### src/rtl/i2s_tx_pkg.sv
package i2s_tx_pkg;

    typedef enum logic [1:0] {
        ST_RUN    = 2'd0,
        ST_DRAIN  = 2'd1,
        ST_PAUSED = 2'd2,
        ST_RESUME = 2'd3
    } pause_state_e;

    localparam int unsigned WORD_W       = 32;
    localparam int unsigned HALF_W       = WORD_W / 2;
    localparam int unsigned MIN_LEN      = 4;
    localparam int unsigned SWAP_MAX_LEN = 24;

endpackage

### src/rtl/i2s_tx_fifo.sv
module i2s_tx_fifo #(
    parameter int unsigned WIDTH = 32,
    parameter int unsigned DEPTH = 8
) (
    input  logic             clk,
    input  logic             rst_n,
    input  logic             push,
    input  logic [WIDTH-1:0] push_data,
    input  logic             pop,
    output logic [WIDTH-1:0] pop_data,
    output logic             empty,
    output logic             full
);

    localparam int unsigned AW = (DEPTH > 1) ? $clog2(DEPTH) : 1;
    localparam int unsigned CW = AW + 1;

    logic [WIDTH-1:0] mem [DEPTH];
    logic [AW-1:0]    wr_ptr;
    logic [AW-1:0]    rd_ptr;
    logic [CW-1:0]    count;
    logic             do_push;
    logic             do_pop;

    assign empty    = (count == '0);
    assign full     = (count == CW'(DEPTH));
    assign do_push  = push && !full;
    assign do_pop   = pop && !empty;
    assign pop_data = mem[rd_ptr];

    always_ff @(posedge clk) begin
        if (do_push) begin
            mem[wr_ptr] <= push_data;
        end
    end

    always_ff @(posedge clk) begin
        if (!rst_n) begin
            wr_ptr <= '0;
            rd_ptr <= '0;
            count  <= '0;
        end else begin
            if (do_push) begin
                wr_ptr <= (wr_ptr == AW'(DEPTH - 1)) ? '0 : wr_ptr + 1'b1;
            end
            if (do_pop) begin
                rd_ptr <= (rd_ptr == AW'(DEPTH - 1)) ? '0 : rd_ptr + 1'b1;
            end
            unique case ({do_push, do_pop})
                2'b10:   count <= count + 1'b1;
                2'b01:   count <= count - 1'b1;
                default: count <= count;
            endcase
        end
    end

    AST_POP_NOT_EMPTY: assert property (@(posedge clk) disable iff (!rst_n)
        pop |-> !empty);

endmodule

### src/rtl/i2s_tx_sckgen.sv
module i2s_tx_sckgen #(
    parameter int unsigned SCK_HALF = 2
) (
    input  logic clk,
    input  logic rst_n,
    output logic sck,
    output logic fall_tick
);

    localparam int unsigned CW = (SCK_HALF > 1) ? $clog2(SCK_HALF) : 1;

    logic [CW-1:0] cnt;
    logic          last;

    assign last      = (cnt == CW'(SCK_HALF - 1));
    assign fall_tick = last && sck;

    always_ff @(posedge clk) begin
        if (!rst_n) begin
            cnt <= '0;
            sck <= 1'b0;
        end else if (last) begin
            cnt <= '0;
            sck <= ~sck;
        end else begin
            cnt <= cnt + 1'b1;
        end
    end

endmodule

### src/rtl/i2s_tx_serdes.sv
module i2s_tx_serdes #(
    parameter int unsigned WORD_W = 32,
    parameter int unsigned LEN_W  = 6
) (
    input  logic              clk,
    input  logic              rst_n,
    input  logic              fall_tick,
    input  logic [LEN_W-1:0]  len,
    input  logic              load,
    input  logic [WORD_W-1:0] l_in,
    input  logic [WORD_W-1:0] r_in,
    output logic              ws,
    output logic              sd,
    output logic              wrap
);

    localparam int unsigned PW = LEN_W + 1;
    localparam int unsigned IW = $clog2(WORD_W);

    logic [PW-1:0]     pos;
    logic [PW-1:0]     pos_nxt;
    logic [PW-1:0]     len_x;
    logic [PW-1:0]     last_pos;
    logic [PW-1:0]     idx;
    logic              cur_bit;
    logic [WORD_W-1:0] frame_l;
    logic [WORD_W-1:0] frame_r;

    assign len_x    = {1'b0, len};
    assign last_pos = (len_x << 1) - PW'(1);
    assign wrap     = fall_tick && (pos >= last_pos);
    assign pos_nxt  = wrap ? '0 : pos + PW'(1);

    always_comb begin
        if (pos < len_x) begin
            idx     = len_x - PW'(1) - pos;
            cur_bit = frame_l[idx[IW-1:0]];
        end else begin
            idx     = last_pos - pos;
            cur_bit = frame_r[idx[IW-1:0]];
        end
    end

    always_ff @(posedge clk) begin
        if (!rst_n) begin
            pos     <= '0;
            ws      <= 1'b0;
            sd      <= 1'b0;
            frame_l <= '0;
            frame_r <= '0;
        end else if (fall_tick) begin
            pos <= pos_nxt;
            ws  <= (pos_nxt >= len_x);
            sd  <= cur_bit;
            if (wrap) begin
                frame_l <= load ? l_in : '0;
                frame_r <= load ? r_in : '0;
            end
        end
    end

    AST_SD_ON_FALL: assert property (@(posedge clk) disable iff (!rst_n)
        !fall_tick |=> $stable(sd));
    AST_WS_ON_FALL: assert property (@(posedge clk) disable iff (!rst_n)
        !fall_tick |=> $stable(ws));

endmodule

### src/rtl/i2s_tx.sv
module i2s_tx
    import i2s_tx_pkg::*;
#(
    parameter int unsigned FIFO_DEPTH = 8,
    parameter int unsigned SCK_HALF   = 2,
    parameter int unsigned LEN_W      = 6
) (
    input  logic              clk,
    input  logic              rst_n,
    input  logic [LEN_W-1:0]  cfg_len,
    input  logic              cfg_mono,
    input  logic              cfg_right_low,
    input  logic              pause_req,
    input  logic              wr_valid,
    input  logic [WORD_W-1:0] wr_data,
    output logic              fifo_full,
    input  logic              underflow_clr,
    output logic              sck,
    output logic              ws,
    output logic              sd,
    output logic              paused,
    output logic              underflow
);

    localparam logic [LEN_W-1:0] LEN_LO   = LEN_W'(MIN_LEN);
    localparam logic [LEN_W-1:0] LEN_HI   = LEN_W'(WORD_W);
    localparam logic [LEN_W-1:0] LEN_PACK = LEN_W'(HALF_W);
    localparam logic [LEN_W-1:0] LEN_SWAP = LEN_W'(SWAP_MAX_LEN);

    pause_state_e      state;
    pause_state_e      state_d;
    logic [LEN_W-1:0]  len_eff;
    logic              packed_mode;
    logic              two_words;
    logic              swap;
    logic              fall_tick;
    logic              wrap;
    logic              fifo_empty;
    logic [WORD_W-1:0] fifo_word;
    logic              pop;
    logic              flowing;
    logic              go;
    logic              uf_set;
    logic              stage_valid;
    logic              have_first;
    logic [WORD_W-1:0] first_word;
    logic [WORD_W-1:0] stage_l;
    logic [WORD_W-1:0] stage_r;
    logic [WORD_W-1:0] lo_half;
    logic [WORD_W-1:0] hi_half;

    // configuration decode
    always_comb begin
        if (cfg_len < LEN_LO) begin
            len_eff = LEN_LO;
        end else if (cfg_len > LEN_HI) begin
            len_eff = LEN_HI;
        end else begin
            len_eff = cfg_len;
        end
    end

    assign packed_mode = (len_eff <= LEN_PACK);
    assign two_words   = !packed_mode && !cfg_mono;
    assign swap        = cfg_right_low && !cfg_mono && (len_eff <= LEN_SWAP);
    assign lo_half     = {{HALF_W{1'b0}}, fifo_word[HALF_W-1:0]};
    assign hi_half     = {{HALF_W{1'b0}}, fifo_word[WORD_W-1:HALF_W]};

    i2s_tx_fifo #(
        .WIDTH (WORD_W),
        .DEPTH (FIFO_DEPTH)
    ) i_fifo (
        .clk       (clk),
        .rst_n     (rst_n),
        .push      (wr_valid),
        .push_data (wr_data),
        .pop       (pop),
        .pop_data  (fifo_word),
        .empty     (fifo_empty),
        .full      (fifo_full)
    );

    i2s_tx_sckgen #(
        .SCK_HALF (SCK_HALF)
    ) i_sckgen (
        .clk       (clk),
        .rst_n     (rst_n),
        .sck       (sck),
        .fall_tick (fall_tick)
    );

    i2s_tx_serdes #(
        .WORD_W (WORD_W),
        .LEN_W  (LEN_W)
    ) i_serdes (
        .clk       (clk),
        .rst_n     (rst_n),
        .fall_tick (fall_tick),
        .len       (len_eff),
        .load      (go),
        .l_in      (stage_l),
        .r_in      (stage_r),
        .ws        (ws),
        .sd        (sd),
        .wrap      (wrap)
    );

    // pause state register
    always_ff @(posedge clk) begin
        if (!rst_n) begin
            state <= ST_RUN;
        end else begin
            state <= state_d;
        end
    end

    // pause transitions
    always_comb begin
        state_d = state;
        unique case (state)
            ST_RUN: begin
                if (pause_req) begin
                    state_d = wrap ? ST_PAUSED : ST_DRAIN;
                end
            end
            ST_DRAIN: begin
                if (!pause_req) begin
                    state_d = ST_RUN;
                end else if (wrap) begin
                    state_d = ST_PAUSED;
                end
            end
            ST_PAUSED: begin
                if (!pause_req) begin
                    state_d = ST_RESUME;
                end
            end
            ST_RESUME: begin
                if (pause_req) begin
                    state_d = ST_PAUSED;
                end else if (wrap) begin
                    state_d = ST_RUN;
                end
            end
            default: state_d = ST_RUN;
        endcase
    end

    // state outputs
    always_comb begin
        flowing = !pause_req && (state != ST_PAUSED);
        paused  = (state == ST_PAUSED) || (state == ST_RESUME);
        go      = wrap && flowing && stage_valid;
        uf_set  = wrap && flowing && !stage_valid;
        pop     = flowing && !stage_valid && !fifo_empty;
    end

    // staging of one complete frame
    always_ff @(posedge clk) begin
        if (!rst_n) begin
            stage_valid <= 1'b0;
            have_first  <= 1'b0;
            first_word  <= '0;
            stage_l     <= '0;
            stage_r     <= '0;
        end else if (go) begin
            stage_valid <= 1'b0;
        end else if (pop) begin
            if (two_words) begin
                if (!have_first) begin
                    first_word <= fifo_word;
                    have_first <= 1'b1;
                end else begin
                    stage_l     <= swap ? fifo_word : first_word;
                    stage_r     <= swap ? first_word : fifo_word;
                    have_first  <= 1'b0;
                    stage_valid <= 1'b1;
                end
            end else if (packed_mode) begin
                stage_l     <= swap ? hi_half : lo_half;
                stage_r     <= cfg_mono ? '0 : (swap ? lo_half : hi_half);
                stage_valid <= 1'b1;
            end else begin
                stage_l     <= fifo_word;
                stage_r     <= '0;
                stage_valid <= 1'b1;
            end
        end
    end

    // sticky underflow
    always_ff @(posedge clk) begin
        if (!rst_n) begin
            underflow <= 1'b0;
        end else if (uf_set) begin
            underflow <= 1'b1;
        end else if (underflow_clr) begin
            underflow <= 1'b0;
        end
    end

    AST_PAUSE_AT_BOUNDARY: assert property (@(posedge clk) disable iff (!rst_n)
        $rose(paused) |-> (!sck && !ws));
    AST_RESUME_AT_BOUNDARY: assert property (@(posedge clk) disable iff (!rst_n)
        $fell(paused) |-> (!sck && !ws));
    AST_UNDERFLOW_STICKY: assert property (@(posedge clk) disable iff (!rst_n)
        (underflow && !underflow_clr) |=> underflow);
    AST_NO_LOAD_WHILE_PAUSED: assert property (@(posedge clk) disable iff (!rst_n)
        (paused && pause_req) |-> !pop);

endmodule

### config.mk
export PLATFORM = sky130hd
export DESIGN_NAME = i2s_tx
export DESIGN_NICKNAME = d
export VERILOG_FILES = /design/src/rtl/i2s_tx_pkg.sv /design/src/rtl/i2s_tx_fifo.sv /design/src/rtl/i2s_tx_sckgen.sv /design/src/rtl/i2s_tx_serdes.sv /design/src/rtl/i2s_tx.sv
export SDC_FILE = /design/constraint.sdc
export NUM_CORES = 1
export LEC_CHECK = 0
export BUFFER_PORTS_ARGS = -buffer_cell sky130_fd_sc_hd__buf_2
export CORE_AREA = 2 2 184 186
export CTS_CLUSTER_SIZE = 10
export DETAILED_ROUTE_END_ITERATION = 6
export DIE_AREA = 0 0 186 188
export PLACE_DENSITY = 0.76
export SLEW_MARGIN = 20
export SYNTH_ARGS = -nofsm -noshare
export SYNTH_HDL_FRONTEND = slang
export SYNTH_HIERARCHICAL = 1
export SYNTH_SLANG_ARGS = --single-unit
### constraint.sdc
create_clock -name clk -period 5 [get_ports clk]
set_clock_uncertainty 0.05 [all_clocks]
set_input_delay 0.5 -clock clk [delete_from_list [all_inputs] [get_ports clk]]
set_output_delay 0.5 -clock clk [all_outputs]
set_load 0.03 [all_outputs]
Yosys cells after proc, flatten, opt, wreduce, memory -nomap -nowiden
Memory sizes are Yosys's and may differ from the RTL's. A register that Yosys moved wholly into a read port is not among the register bits.
Index checks and enable logic that the tools add are counted.
{ "op_classes": {"add_sub_neg": 10, "n_lt_le_gt_ge": 9, "eq_ne": 14, "n_mux": 41, "bitwise_logic": 4, "n_reduce_logical": 32} }
{ "ops": {"columns": ["cell", "n"], "rows": [
  ["2-to-1 mux 32 bit", 9],
  ["2-to-1 mux 16 bit", 4],
  ["2-to-1 mux 2 bit", 7],
  ["logical AND 1 bit", 13],
  ["less-or-equal comparator 6 x 5 -> 1 bit (second input constant)", 2],
  ["< comparator 5 x 6 -> 1 bit (second input constant)", 2],
  ["2-to-1 mux 3 bit", 4],
  ["2-to-1 mux 6 bit", 2],
  ["binary-select mux 1 bit (select 5 bit)", 2],
  ["2-to-1 mux 1 bit", 10],
  ["subtractor 5 bit", 2],
  ["one-hot mux 2 bit (4 select lines)", 1],
  ["one-hot mux 4 bit (2 select lines)", 1],
  ["AND reduction 4 bit", 2],
  ["adder 7 x 1 -> 7 bit (second input constant)", 1],
  ["greater-or-equal comparator 7 x 6 -> 1 bit", 1],
  ["greater-or-equal comparator 7 bit", 1],
  ["< comparator 7 x 6 -> 1 bit", 1],
  ["2-to-1 mux 7 bit", 1],
  ["subtractor 7 x 1 -> 7 bit (second input constant)", 1],
  ["adder 3 x 1 -> 3 bit (second input constant)", 2],
  ["== test 2 bit (second input constant)", 3],
  ["== test 3 bit (second input constant)", 2],
  ["> comparator 6 bit (second input constant)", 1],
  ["19 further kinds", 35]
]} }
{ "word_totals": {"register_bits": 186, "ram_bits": 256, "input_bits": 45, "out_inout_bits": 6, "elab_cells": 128, "memories": 1} }
{ "memory_table": {"columns": ["name", "words", "width", "rd", "rd_ports_with_merged_regs", "write_ports", "line", "source"], "rows": [
  ["i_fifo.mem", 8, 32, 1, 1, 1, "i2s_tx_fifo.sv:18", "logic [WIDTH-1:0] mem [DEPTH];"]
]} }

Depth between registers and ports, before layout
{ "depth": {"ltp_word": 10, "ltp_mapped": 23} }

Cells and area by module
Netlist, hierarchy kept.
{ "modules_own_cells": {"columns": ["mod", "instances", "cells_each", "area_each_um2", "seq_area_each_um2"], "rows": [
  ["i2s_tx_fifo", 1, 450, 10496.3, 7947.6],
  ["i2s_tx", 1, 596, 4752.1, 2021.9],
  ["i2s_tx_serdes", 1, 466, 4262.8, 1461.4],
  ["i2s_tx_sckgen", 1, 6, 71.3, 40.0]
]} }

Worst setup path before layout
OpenSTA, ideal clock, no wires.
{ "synth_path": {"path_type": "reg-to-reg", "start": "register i_fifo.count[0]", "end": "memory i_fifo.mem[0][0] (enable)", "setup_time_ps": 501, "t_arrival_ps": 3945, "setup_slack_ps": 504, "path_stages_with_launch": 6, "n_path_buf": 2, "period_less_slack_ps": 4496, "cell_sequence": "dfxtp_1 -> buf_2 -> nor3_1 -> a21bo_1 -> buf_2 -> nor4_1"} }
{ "synth_via": {"elab_chain_len": 5} }
{ "synth_lines": {"columns": ["item", "line", "source"], "rows": [
  ["start: declaration", "i2s_tx_fifo.sv:21", "logic [CW-1:0] count;"],
  ["start signal: assignment", "i2s_tx_fifo.sv:50", "2'b10: count <= count + 1'b1;"],
  ["start signal: assignment", "i2s_tx_fifo.sv:51", "2'b01: count <= count - 1'b1;"],
  ["start signal: assignment", "i2s_tx_fifo.sv:52", "default: count <= count;"],
  ["== test 4 bit", "i2s_tx_fifo.sv:26", "assign full = (count == CW'(DEPTH));"],
  ["zero test 1 bit", "i2s_tx_fifo.sv:27", "assign do_push = push && !full;"],
  ["logical AND 1 bit", "i2s_tx_fifo.sv:27", null],
  ["2-to-1 mux 1 bit", "i2s_tx_fifo.sv:32", "if (do_push) begin"],
  ["2-to-1 mux 1 bit (implied by the code)", "i2s_tx_fifo.sv:33", "mem[wr_ptr] <= push_data;"],
  ["end: declaration", "i2s_tx_fifo.sv:18", null]
]} }
No other way between the ends.

Final worst setup path
{ "layout_path": {"start": "input cfg_len[4]", "end": "register i_serdes.frame_r[21]"} }
{ "layout_via": {"elab_chain_len": 9, "word_cells_on_any_way": 11, "cone_classes": "add/sub (1); order compare (3); mux (3); reduce/logical (4)"} }
{ "layout_lines": {"columns": ["item", "line", "source"], "rows": [
  ["start: declaration", "i2s_tx.sv:10", "input logic [LEN_W-1:0] cfg_len,"],
  ["> comparator 6 bit", "i2s_tx.sv:56", "end else if (cfg_len > LEN_HI) begin"],
  ["2-to-1 mux 6 bit", "i2s_tx.sv:56", null],
  ["2-to-1 mux 6 bit *", "i2s_tx.sv:54", "if (cfg_len < LEN_LO) begin"],
  ["named net len_eff[0]", "i2s_tx.sv:32", "logic [LEN_W-1:0] len_eff;"],
  ["subtractor 7 x 1 -> 7 bit *", "i2s_tx_serdes.sv:30", "assign last_pos = (len_x << 1) - PW'(1);"],
  ["greater-or-equal comparator 7 bit *", "i2s_tx_serdes.sv:31", "assign wrap = fall_tick && (pos >= last_pos);"],
  ["logical AND 1 bit *", "i2s_tx_serdes.sv:31", null],
  ["named net wrap", "i2s_tx.sv:37", "logic wrap;"],
  ["logical AND 1 bit * (2 in series)", "i2s_tx.sv:153", "go = wrap && flowing && stage_valid;"],
  ["named net go", "i2s_tx.sv:42", "logic go;"],
  ["2-to-1 mux 32 bit *", "i2s_tx_serdes.sv:57", "frame_r <= load ? r_in : '0;"],
  ["end signal: assignment", "i2s_tx_serdes.sv:57", null],
  ["end: declaration", "i2s_tx_serdes.sv:27", "logic [WORD_W-1:0] frame_r;"]
]} }
The timed path passes the listed nets; every way through them passes the cells marked *.
A chain may end at the register's enable or synchronous reset.

==> insert_results.sql <==
INSERT INTO impl_metrics (metric_group, metric, value, unit) VALUES
('outcome', 'status', 'finished clean', ''),
('logic_synthesis', 'postSynthCellCount', '1518', ''),
('setup_path', 'timing.critical_path.fanout_max', '70', ''),
('clock_tree', 'cts_root_buf', 'sky130_fd_sc_hd__clkbuf_16', ''),
('drt', 'via_per_inst', '6.11', ''),
('setup_path', 'critical_path_required', '5430', 'ps'),
('global_routing', 'number_of_global_route_vias_before_repair', '12001', ''),
('die', 'design.core.area', '33100', 'um2'),
('sta', 'setup_viol', '0', ''),
('logic_synthesis', 'portion_of_the_post_synthesis_area_used_by_sequential_elements', '58.6', '%'),
('sta', 'timing.slew.headroom', '32.5', '%'),
('final_layout', 'finish.net_count', '1624', ''),
('final_layout', 'share_of_post_route_cells_with_drive_strength_above_1', '15.1', '%'),
('clock_tree', 'clock_sinks', '445', ''),
('worst_hold_path', 'min-delay-path-class', 'in2reg', ''),
('power_and_ir_drop', 'irDropWorstVdd', '0.373', 'mV'),
('placed_design', 'place_hpwl', '26.1', 'mm'),
('logic_synthesis', 'post_synth_num_cell_types', '76', ''),
('setup_path', 'critical_path_s_largest_stage_delay', '610', 'ps'),
('sta', 'maxClockFrequency', '262', 'MHz'),
('clock_tree', 'clock_insertion_delay_worst_skew', '570', 'ps'),
('logic_synthesis', 'synth_warnings', '6', ''),
('die', 'placement_rows', '67', ''),
('setup_path', 'worstSetupStartpoint', 'cfg_len[4]', ''),
('final_layout', 'register_area', '11500', 'um2'),
('global_routing', 'globalRouteOverflowTotal', '0', ''),
('die', 'ioPinCount', '51', ''),
('final_layout', 'fillCellCount', '2390', ''),
('worst_hold_path', 'min_delay_path_depth', '1', ''),
('logic_synthesis', 'cell_with_the_most_instances_after_synthesis', 'sky130_fd_sc_hd__edfxtp_1', ''),
('logic_synthesis', 'syn_nets', '1597', ''),
('die', 'die-width', '186', 'um'),
('clock_tree', 'postCtsResizedCells', '0', ''),
('power_and_ir_drop', 'total_power', '9120', 'uW'),
('logic_synthesis', 'most_common_flop_cell_mapped_by_yosys', 'sky130_fd_sc_hd__edfxtp_1', ''),
('global_routing', 'global_route_wire_length_before_repair', '67.5', 'mm'),
('logic_synthesis', 'synth_seq_cells', '445', ''),
('power_and_ir_drop', 'leakage', '0.00749', 'uW'),
('drt', 'detailroute.via_count', '12407', ''),
('final_layout', 'growth_of_design_area_from_synthesis_to_finish', '10.2', '%'),
('logic_synthesis', 'synth_top_area_cell', 'sky130_fd_sc_hd__edfxtp_1', ''),
('sta', 'tns', '0', 'ps'),
('clock_tree', 'htreeDepth', '2', ''),
('drt', 'drt_iter0_drc', '899', ''),
('placed_design', 'placed_area', '20100', 'um2'),
('logic_synthesis', 'synth.cell_area', '19600', 'um2'),
('clock_tree', 'tritoncts', 'yes', ''),
('final_layout', 'design_area', '21600', 'um2'),
('sta', 'grt_setup_unrepaired', 'false', ''),
('logic_synthesis', 'synth_top_area_share', '39.3', '%'),
('setup_path', 'critical_path.top_delay_family', 'buffers and inverters', ''),
('die', 'die_footprint', '35000', 'um2'),
('drt', 'ant_nets', '0', ''),
('clock_tree', 'post_cts_clock_slew_at_the_launch_and_capture_registers_of_the_worst_setup_and_hold_paths', '60', 'ps'),
('setup_path', 'setup.worst_path.end_class', 'register', ''),
('worst_hold_path', 'min_from', 'wr_data[22]', ''),
('sta', 'period_share', '76.4', '%'),
('drt', 'postRouteWirelength', '43.4', 'mm'),
('global_routing', 'grt_max_degree', '96', ''),
('setup_path', 'critical_path_class', 'in2reg', ''),
('die', 'initial_core_util', '59.1', '%'),
('sta', 'timing_worst_slew_pin_value', '1010', 'ps'),
('drt', 'drt-pass1-iter-count', '5', ''),
('sta', 'final-hold-violation-count', '0', ''),
('setup_path', 'worstSetupPathDepth', '18', ''),
('setup_path', 'critical_path.slowest_cell', 'sky130_fd_sc_hd__buf_4', ''),
('drt', 'route.detailed.drc', '0', ''),
('global_routing', 'number_of_antenna_violations_at_the_first_check_in_global_routing', '6', ''),
('setup_path', 'regToRegSetupSlack', '1460', 'ps'),
('drt', 'routed_wire_length_per_instance', '21.4', 'um'),
('logic_synthesis', 'avg_inst_size_synth', '12.9', 'um2');
## worst reg2reg max path, cell delays in order, from the launching register on
cell,delay [ps]
sky130_fd_sc_hd__dfxtp_1,490
sky130_fd_sc_hd__ha_1,210
sky130_fd_sc_hd__inv_1,60
sky130_fd_sc_hd__fa_1,400
sky130_fd_sc_hd__a21boi_1,140
sky130_fd_sc_hd__o21a_1,130
sky130_fd_sc_hd__o21a_1,200
sky130_fd_sc_hd__o21ai_4,90
sky130_fd_sc_hd__inv_2,110
sky130_fd_sc_hd__buf_4,610
sky130_fd_sc_hd__and3_2,360
sky130_fd_sc_hd__buf_12,260
sky130_fd_sc_hd__nand3_1,190
sky130_fd_sc_hd__a21boi_1,160
## state kept, by name (all words and copies together) (netlist names), 3 cells and up, named ones only
register / cells
stage_r: 32
i_serdes/frame_r: 32
i_serdes/frame_l: 32
stage_l: 32
i_fifo/wr_ptr: 3
i_fifo/rd_ptr: 3
first_word: 32
i_fifo/mem: 256
i_fifo/count: 4
i_serdes/pos: 7
## per-stage QoR
stage	hold WS, ps	worst slack [ps]	cells	utilization (%)
floorplan	376	504	1518	-
global placement	383	639	1940	60.7
detailed placement	392	626	1940	60.7
CTS	133	1220	2027	65.2
global route	159	878	2029	65.2
finish	157	1180	2031	65.2
## cell type report
class / count / share of cell area, %
antenna: 4 / 0.0464
tap: 448 / 2.60
multi-input combinational: 946 / 34.8
inverter: 25 / 0.435
timing repair buffer: 76 / 2.12
sequential: 445 / 53.2
clock inverter: 1 / 0.0406
clock buffer: 86 / 6.81
## report_power, final
| group | switching (uW) | internal (uW) | total, uW | leakage [uW] |
|---|---|---|---|---|
| registers | 219 | 4100 | 4320 | 0.00385 |
| logic | 815 | 646 | 1460 | 0.00293 |
| clock network | 1360 | 1970 | 3340 | 0.000709 |
| total | 2400 | 6720 | 9120 | 0.00749 |
## final timing paths
kind | to
setup / recovery | i_serdes/frame_r[21]
hold / removal | i_fifo/mem[2][22]
setup reg to reg | i_serdes/frame_r[21]
hold reg to reg | i_serdes/frame_r[13]
## cell usage in the layout (no fill, tap or decap), types with 5 or more instances in the layout
| master | n |
|---|---|
| sky130_fd_sc_hd__mux4_2 | 32 |
| sky130_fd_sc_hd__xnor2_1 | 6 |
| sky130_fd_sc_hd__o21ai_2 | 5 |
| sky130_fd_sc_hd__a21boi_0 | 18 |
| sky130_fd_sc_hd__nor2_1 | 18 |
| sky130_fd_sc_hd__mux2i_1 | 53 |
| sky130_fd_sc_hd__buf_4 | 25 |
| sky130_fd_sc_hd__nor2b_1 | 10 |
| sky130_fd_sc_hd__a211oi_1 | 6 |
| sky130_fd_sc_hd__o31a_1 | 15 |
| sky130_fd_sc_hd__edfxtp_1 | 256 |
| sky130_fd_sc_hd__o21ai_1 | 7 |
| sky130_fd_sc_hd__nor3_2 | 5 |
| sky130_fd_sc_hd__dfxtp_1 | 187 |
| sky130_fd_sc_hd__buf_2 | 50 |
| sky130_fd_sc_hd__o21ai_0 | 32 |
| sky130_fd_sc_hd__nand2b_1 | 7 |
| sky130_fd_sc_hd__a21boi_1 | 51 |
| sky130_fd_sc_hd__clkbuf_1 | 31 |
| sky130_fd_sc_hd__o21a_1 | 21 |
| sky130_fd_sc_hd__mux4_1 | 48 |
| sky130_fd_sc_hd__inv_1 | 22 |
| sky130_fd_sc_hd__a21oi_1 | 109 |
| sky130_fd_sc_hd__xor2_1 | 7 |
| sky130_fd_sc_hd__a211o_1 | 14 |
| sky130_fd_sc_hd__and2_1 | 8 |
| sky130_fd_sc_hd__a21o_1 | 7 |
| sky130_fd_sc_hd__nor3_1 | 5 |
| sky130_fd_sc_hd__ha_1 | 32 |
| sky130_fd_sc_hd__o22ai_1 | 16 |
| sky130_fd_sc_hd__clkbuf_16 | 53 |
| sky130_fd_sc_hd__mux2_2 | 33 |
| sky130_fd_sc_hd__nand2_1 | 252 |
| sky130_fd_sc_hd__nand3_1 | 70 |
## kinds of logic after synthesis
family,synth area share (%)
muxes,14.7
and+or+nand+nor,9.28
buffers and inverters,3.38
AOI/OAI and AO/OA,11.0
DFF,58.6
xor gates and xnor gates,0.748
adders and majority gates,2.25
## per-layer routing
metal  wire (um)  vias to the layer above  GRT usage, %
met5          40                        -             0
met4        1410                        6          9.36
met3        3130                       77          4.70
met2       20700                      489          40.6
met1       18100                     6096          34.5
li1            -                     5739             -
Power figures use the tool's default switching activity.
